**config.mk**
```make
export PLATFORM = sky130hd
export DESIGN_NAME = lin_cal_unit
export DESIGN_NICKNAME = d
export VERILOG_FILES = /design/src/rtl/lcal_pkg.sv /design/src/rtl/lcal_div.sv /design/src/rtl/lcal_apply.sv /design/src/rtl/lin_cal_unit.sv
export SDC_FILE = /design/constraint.sdc
export NUM_CORES = 2
export LEC_CHECK = 0
export BUFFER_PORTS_ARGS = -buffer_cell sky130_fd_sc_hd__buf_2
export CAP_MARGIN = 20
export CORE_AREA = 3 3 411 413
export CTS_CLUSTER_DIAMETER = 40
export DETAILED_ROUTE_END_ITERATION = 16
export DIE_AREA = 0 0 414 416
export PLACE_DENSITY = 0.53
export SLEW_MARGIN = 10
export SYNTH_ARGS = -nofsm -noshare
export SYNTH_HDL_FRONTEND = slang
export SYNTH_SLANG_ARGS = --single-unit
```
**constraint.sdc**
```tcl
create_clock -name clk -period 50.4 [get_ports clk]
set_clock_uncertainty 0.2 [all_clocks]
set_input_delay 2.52 -clock clk [delete_from_list [all_inputs] [get_ports clk]]
set_output_delay 2.52 -clock clk [all_outputs]
set_load 0.01 [all_outputs]
```
**src/rtl/lcal_pkg.sv**
```systemverilog
`timescale 1ns/1ps
package lcal_pkg;

   typedef enum logic [2:0] {
      ST_IDLE,
      ST_SETTLE,
      ST_CONV,
      ST_DIV,
      ST_BIAS,
      ST_DONE
   } cal_state_t;

   typedef enum logic [1:0] {
      PH_LOW,
      PH_HIGH,
      PH_RESTORE
   } cal_phase_t;

   localparam logic [2:0] MUX_QUARTER = 3'd1;
   localparam logic [2:0] MUX_THREEQ  = 3'd3;
   localparam logic [2:0] MUX_EXT     = 3'd7;

   localparam logic signed [63:0] FX_ONE = 64'sd1000000;

endpackage

```
**src/rtl/lcal_div.sv**
```systemverilog
`timescale 1ns/1ps
module lcal_div #(
   parameter int W = 32
) (
   input  logic         clk,
   input  logic         rst_n,
   input  logic         start,
   input  logic [W-1:0] num,
   input  logic [W-1:0] den,
   output logic         done,
   output logic [W-1:0] quo
);
   localparam int CW = $clog2(W + 1);

   logic [W-1:0]  quo_q, rem_q, den_q, num_q;
   logic [CW-1:0] cnt;
   logic          run, done_q;
   logic [W:0]    shifted, diff;
   logic          ge;
   logic [W-1:0]  rem_n;

   always_comb begin
      shifted = {rem_q, quo_q[W-1]};
      diff    = shifted - {1'b0, den_q};
      ge      = ~diff[W];
      rem_n   = ge ? diff[W-1:0] : shifted[W-1:0];
   end

   always_ff @(posedge clk) begin
      if (!rst_n) begin
         quo_q  <= '0;
         rem_q  <= '0;
         den_q  <= '0;
         num_q  <= '0;
         cnt    <= '0;
         run    <= 1'b0;
         done_q <= 1'b0;
      end else begin
         done_q <= 1'b0;
         if (start) begin
            quo_q <= num;
            num_q <= num;
            den_q <= den;
            rem_q <= '0;
            cnt   <= CW'(W);
            run   <= 1'b1;
         end else if (run) begin
            quo_q <= {quo_q[W-2:0], ge};
            rem_q <= rem_n;
            cnt   <= cnt - 1'b1;
            if (cnt == CW'(1)) begin
               run    <= 1'b0;
               done_q <= 1'b1;
            end
         end
      end
   end

   assign done = done_q;
   assign quo  = quo_q;

   // quotient and remainder reconstruct the latched numerator exactly
   p_div_exact_r5: assert property (@(posedge clk) disable iff (!rst_n)
      done_q |-> ((({{W{1'b0}}, quo_q} * {{W{1'b0}}, den_q}) + {{W{1'b0}}, rem_q})
                  == {{W{1'b0}}, num_q}) && (rem_q < den_q));

endmodule

```
**src/rtl/lcal_apply.sv**
```systemverilog
`timescale 1ns/1ps
module lcal_apply
   import lcal_pkg::*;
#(
   parameter int RES_BITS = 12
) (
   input  logic                clk,
   input  logic                rst_n,
   input  logic                in_valid,
   input  logic [RES_BITS-1:0] in_code,
   input  logic signed [63:0]  scale,
   input  logic signed [63:0]  bias,
   output logic                out_valid,
   output logic [RES_BITS-1:0] out_code
);
   localparam logic signed [63:0] CODE_MAX_S = (64'sd1 <<< RES_BITS) - 64'sd1;
   localparam logic [RES_BITS-1:0] CODE_MAX  = {RES_BITS{1'b1}};

   logic signed [63:0]  raw_s, prod, quot, sum;
   logic [RES_BITS-1:0] clamped;

   always_comb begin
      raw_s = $signed({{(64-RES_BITS){1'b0}}, in_code});
      prod  = raw_s * scale;
      quot  = prod / FX_ONE;
      sum   = quot + bias;
      if (sum < 64'sd0)
         clamped = '0;
      else if (sum > CODE_MAX_S)
         clamped = CODE_MAX;
      else
         clamped = sum[RES_BITS-1:0];
   end

   always_ff @(posedge clk) begin
      if (!rst_n) begin
         out_valid <= 1'b0;
         out_code  <= '0;
      end else begin
         out_valid <= in_valid;
         if (in_valid)
            out_code <= clamped;
      end
   end

   // unity coefficients return the raw code unchanged
   p_identity_r1: assert property (@(posedge clk) disable iff (!rst_n)
      out_valid && $past(in_valid) && ($past(scale) == FX_ONE) && ($past(bias) == 64'sd0)
      |-> out_code == $past(in_code));

endmodule

```
**src/rtl/lin_cal_unit.sv**
```systemverilog
`timescale 1ns/1ps
module lin_cal_unit
   import lcal_pkg::*;
#(
   parameter int RES_BITS = 12,
   parameter int SETTLE_W = 8,
   parameter bit ITER_DIV = 1'b1
) (
   input  logic                clk,
   input  logic                rst_n,
   input  logic                cal_start,
   input  logic [SETTLE_W-1:0] settle_cycles,
   output logic [2:0]          ref_sel,
   output logic                conv_req,
   input  logic                conv_done,
   input  logic [RES_BITS-1:0] conv_code,
   input  logic                raw_valid,
   input  logic [RES_BITS-1:0] raw_code,
   output logic                raw_ready,
   output logic                corr_valid,
   output logic [RES_BITS-1:0] corr_code,
   output logic                busy,
   output logic                cal_done,
   output logic                cal_fail
);
   localparam int NUM_W = RES_BITS + 20;
   localparam logic signed [63:0] NOM0_S   = 64'sd1 <<< (RES_BITS - 2);
   localparam logic signed [63:0] SPAN_S   = 64'sd1 <<< (RES_BITS - 1);
   localparam logic signed [63:0] NUM_S    = SPAN_S * FX_ONE;
   localparam logic [NUM_W-1:0]   CAL_NUM  = NUM_W'(NUM_S);

   initial begin
      a_res_r10: assert (RES_BITS == 10 || RES_BITS == 12)
         else $error("lin_cal_unit: RES_BITS must be 10 or 12");
      a_settle_w: assert (SETTLE_W >= 1 && SETTLE_W <= 24)
         else $error("lin_cal_unit: SETTLE_W out of range");
   end

   cal_state_t          state;
   cal_phase_t          phase;
   logic [SETTLE_W-1:0] cnt;
   logic [2:0]          ref_q;
   logic [RES_BITS-1:0] v0_q, v1_q;
   logic                fail_q, div_go, div_done;
   logic [NUM_W-1:0]    div_den, div_quo;
   logic signed [63:0]  scale_tmp, scale_q, bias_q, bias_new, v0_s;

   assign div_den = NUM_W'(v1_q) - NUM_W'(v0_q);

   generate
      if (ITER_DIV) begin : g_iter_div
         lcal_div #(.W(NUM_W)) u_div (
            .clk   (clk),
            .rst_n (rst_n),
            .start (div_go),
            .num   (CAL_NUM),
            .den   (div_den),
            .done  (div_done),
            .quo   (div_quo)
         );
      end else begin : g_flat_div
         logic             done_f;
         logic [NUM_W-1:0] quo_f;
         always_ff @(posedge clk) begin
            if (!rst_n) begin
               done_f <= 1'b0;
               quo_f  <= '0;
            end else begin
               done_f <= div_go;
               if (div_go)
                  quo_f <= CAL_NUM / div_den;
            end
         end
         assign div_done = done_f;
         assign div_quo  = quo_f;
      end
   endgenerate

   always_comb begin
      v0_s     = $signed({{(64-RES_BITS){1'b0}}, v0_q});
      bias_new = NOM0_S - ((v0_s * scale_tmp) / FX_ONE);
   end

   always_ff @(posedge clk) begin
      if (!rst_n) begin
         state     <= ST_IDLE;
         phase     <= PH_LOW;
         cnt       <= '0;
         ref_q     <= MUX_EXT;
         v0_q      <= '0;
         v1_q      <= '0;
         fail_q    <= 1'b0;
         div_go    <= 1'b0;
         scale_tmp <= '0;
         scale_q   <= FX_ONE;
         bias_q    <= '0;
      end else begin
         div_go <= 1'b0;
         unique case (state)
            ST_IDLE: begin
               if (cal_start) begin
                  ref_q  <= MUX_QUARTER;
                  cnt    <= settle_cycles;
                  phase  <= PH_LOW;
                  fail_q <= 1'b0;
                  state  <= ST_SETTLE;
               end
            end
            ST_SETTLE: begin
               if (cnt == '0)
                  state <= (phase == PH_RESTORE) ? ST_DONE : ST_CONV;
               else
                  cnt <= cnt - 1'b1;
            end
            ST_CONV: begin
               if (conv_done) begin
                  if (phase == PH_LOW) begin
                     v0_q  <= conv_code;
                     ref_q <= MUX_THREEQ;
                     cnt   <= settle_cycles;
                     phase <= PH_HIGH;
                     state <= ST_SETTLE;
                  end else begin
                     v1_q <= conv_code;
                     if (conv_code > v0_q) begin
                        div_go <= 1'b1;
                        state  <= ST_DIV;
                     end else begin
                        fail_q <= 1'b1;
                        ref_q  <= MUX_EXT;
                        cnt    <= settle_cycles;
                        phase  <= PH_RESTORE;
                        state  <= ST_SETTLE;
                     end
                  end
               end
            end
            ST_DIV: begin
               if (div_done) begin
                  scale_tmp <= $signed({{(64-NUM_W){1'b0}}, div_quo});
                  state     <= ST_BIAS;
               end
            end
            ST_BIAS: begin
               scale_q <= scale_tmp;
               bias_q  <= bias_new;
               ref_q   <= MUX_EXT;
               cnt     <= settle_cycles;
               phase   <= PH_RESTORE;
               state   <= ST_SETTLE;
            end
            ST_DONE: state <= ST_IDLE;
            default: state <= ST_IDLE;
         endcase
      end
   end

   assign ref_sel   = ref_q;
   assign conv_req  = (state == ST_CONV);
   assign busy      = (state != ST_IDLE);
   assign cal_done  = (state == ST_DONE);
   assign cal_fail  = fail_q & (state == ST_DONE);
   assign raw_ready = ~busy;

   lcal_apply #(.RES_BITS(RES_BITS)) u_apply (
      .clk       (clk),
      .rst_n     (rst_n),
      .in_valid  (raw_valid & ~busy),
      .in_code   (raw_code),
      .scale     (scale_q),
      .bias      (bias_q),
      .out_valid (corr_valid),
      .out_code  (corr_code)
   );

   // request held until the sampler answers
   p_req_hold_r4: assert property (@(posedge clk) disable iff (!rst_n)
      conv_req && !conv_done |=> conv_req);

   // multiplexer back on the external input at the end of every calibration
   p_restore_r2: assert property (@(posedge clk) disable iff (!rst_n)
      cal_done |-> ref_sel == MUX_EXT);

   // only the three driven codes ever appear
   p_mux_legal_r2: assert property (@(posedge clk) disable iff (!rst_n)
      (ref_sel == MUX_QUARTER) || (ref_sel == MUX_THREEQ) || (ref_sel == MUX_EXT));

   // no corrected output follows a busy cycle
   p_holdoff_r8: assert property (@(posedge clk) disable iff (!rst_n)
      busy |=> !corr_valid);

   // an accepted start raises busy
   p_busy_rise_r8: assert property (@(posedge clk) disable iff (!rst_n)
      cal_start && !busy |=> busy);

   // a rejected pair leaves the coefficients untouched
   p_keep_r7: assert property (@(posedge clk) disable iff (!rst_n)
      fail_q |-> $stable(scale_q) && $stable(bias_q));

endmodule

```
==> metrics.txt <==
status=complete, no violations; CP most frequent cell=a21oi_1; worst-margin pin slew=approximately 1.2 ns; fin crit period=46.26 ns; Netlist cell types=192; Residual DRC=0; Clock Path Buffers=3; Layout fillers=17300; global-route wire length before repair=about 350000 um; total track usage=about 25%; I/O Pins=just under 60; drt total wl=225000 um; P&R area growth vs syn=4.76%; final hold violations=0; Max Slew Vio Count=0; Initial Util=between 30% and 40%; YS warnings=0; slowest cell delay on critical path=roughly 0.65 ns; Chip Width=approximately 410 um; Final #Nets=just over 9000; CTS root buf=clkbuf_16; #FFs+latches synth=about 250; reg2reg start=scale_q[9]$_SDFFE_PN1P_; Slew headroom=19.9%; htree depth=2; layout cell share with drive strength beyond 1=8.34%; critical path's slowest cell=a21oi_2; Die Footprint=172000 um^2; Port Buffers=56; part of the cycle the worst path needs=between 90% and 100%; Mapped Nets=~9500; Max FO, Critical Path=32; CORE AREA=165000 um^2; Initial DRC Count=4923; Syn Std Cell Area=66000 um^2; vias in the first global route=between 60000 and 70000; Num CTS Buffers=46; Post-Syn Area per Cell=7.65 um^2; worst hold path class=flop to flop; Clock Latency Late Sink=0.63 ns; Routed WL per cell=21.2 um; MaxCap Viol Count=0; Post-DP HPWL=180000 um; Finish-stage setup viols=0; Reg clk slew, reported paths=0.05 ns; Routed Antenna Nets=0; hold_buf cts=0; min-delay src=v1_q[7]$_SDFFE_PN0P_; # Post-CTS Setup Buffers=0; GPL Wtd Cong=0.940; initial antenna violation count=14; Worst EP arrival=46.55 ns; EDFF count, synth=0; Syn Inst Count=between 8000 and 9000; grt ovf=0; RSZ-0062 raised after global routing=false; ys flop type=dfxtp_1; CTS tree=built; Row Count=149; Seq/Total Area, Yosys=between 7 and 8%; commonest cells after routing, fill and taps aside=1250 x nand2_1, 686 x inv_1, 629 x nor2_1, 603 x fa_1, 459 x a21oi_1; Die Span Y=416 um; Async SR Flop Fraction=0%; clock tree sinks=252; via count=63300; via/cell ratio=between 5 and 6; setup_tns=0 ns; WS Path Type=input pin to flop; DRT Pass-1 Iters=6; critical path launch point type=input pin; commonest non-fill, non-tap cell in the layout=nand2_1; Peak Freq=about 22 MHz; CP startpoint=raw_code[5]; CP Capture Type=flop; required time worst endpoint=between 50 and 60 ns; largest net degree at the start of global routing=64; FF-to-FF setup slack=slightly below 6 ns
==> repair_timing <==
action                                 4_1_cts  5_1_grt
setup endpoints to repair                    0       12
endpoints found under the hold margin        0        0
gates resized for setup                      0        5
==> cells in the mapped netlist (49+ instances only) <==
master / instances / share of area [%]
nand2_1: 1250 / 7.1
inv_1: 687 / 3.9
nor2_1: 629 / 3.6
fa_1: 603 / 18
a21oi_1: 460 / 3.5
xnor2_1: 357 / 4.7
and2_1: 334 / 3.2
o21ai_0: 291 / 2.2
clkbuf_1: 276 / 1.6
dfxtp_1: 252 / 7.6
ha_1: 251 / 4.8
nor3_1: 208 / 1.6
nand3_1: 198 / 1.5
xor2_1: 169 / 2.2
a21o_1: 161 / 1.8
mux2i_1: 137 / 2.1
a211oi_1: 106 / 1.2
a31oi_1: 91 / 0.86
o211ai_1: 90 / 1.0
a21boi_0: 88 / 1.0
nand4_1: 84 / 0.80
o21a_1: 81 / 0.92
o21ai_1: 80 / 0.61
or3_1: 70 / 0.66
and3_1: 65 / 0.62
buf_2: 54 / 0.41
nor4_1: 51 / 0.48
nand2b_1: 50 / 0.47
buf_4: 49 / 0.56
o31ai_1: 49 / 0.56
==> cells by family (layout without fill, tap and decap cells) <==
group / count (synthesis) / in the layout / synth area share [%]
AO/OA/AOI/OAI: 2304 / 2304 / 26.1
buffers and inverters: 1132 / 925 / 7.30
AND/OR/NAND/NOR: 3281 / 3281 / 24.2
multiplexers: 199 / 199 / 3.22
adder cells (fa/ha/maj): 901 / 901 / 23.8
XOR/XNOR: 557 / 557 / 7.77
flip-flops: 252 / 252 / 7.64
other: 1 / 7 / 0.00568
==> layout make-up <==
cell class                      instances  area (um^2)  share of cell area (%)
Clock inverter                         29          350                   0.507
Multi-Input combinational cell       7243        56200                    81.3
Timing Repair Buffer                  130          837                    1.21
Clock buffer                           56         1260                    1.82
Inverter                              710         2690                    3.89
Antenna cell                            6         15.0                  0.0217
Sequential cell                       252         5050                    7.30
Tap cell                             2189         2740                    3.96
==> per-layer routing <==
metal / GRT usage (%) / share of wire (%)
met1: 34.1 / 45
met2: 42.2 / 47
met3: 1.99 / 4.3
met4: 9.07 / 3.7
met5: 0 / 0
==> worst max-delay path, delay by kind of cell <==
kind | cells | cell delay, ns
muxes | 5 | 1.80
AOI/OAI and AO/OA | 87 | 24.60
xor gates and xnor gates | 5 | 2.11
buffers and inverters | 10 | 2.29
adders and majority gates | 8 | 3.69
and+or+nand+nor | 34 | 9.42
==> path summary, 6_finish.rpt <==
path                                                          to  depth (start not counted)
worst max-delay path            u_apply.out_code[9]$_SDFFE_PN0P_                        149
worst min-delay path                        v1_q[7]$_SDFFE_PN0P_                          2
worst max register to register  u_apply.out_code[9]$_SDFFE_PN0P_                        147
worst min register to register              v1_q[7]$_SDFFE_PN0P_                          2
==> flip-flops by register name (all words and copies together) (netlist names), 2 cells and up <==
name and cells:
bias_q 49, cnt 8, g_iter_div.u_div.cnt 6, g_iter_div.u_div.den_q 13, g_iter_div.u_div.quo 32, g_iter_div.u_div.rem_q 32, phase 2, ref_sel 2
scale_q 32, scale_tmp 32, state 3, u_apply.out_code 12, v0_q 12, v1_q 12
==> through the flow <==
step                      hold WS [ns]  util, %  cells  setup slack, ns  instance area [um^2]
final                            0.262     41.9  10600             4.14                 69100
after global routing             0.276     41.9  10600            0.333                 69100
after CTS                        0.264     41.8  10600             3.94                 69100
after detailed placement         0.255     40.8  10500             3.36                 67500
after global placement           0.247     40.8  10500             4.66                 67400
after floorplan                  0.236        -   8627            12.73                 66000
Power is not shown: default switching activity piles up to over one toggle a cycle in this logic, so the estimate is an artifact.
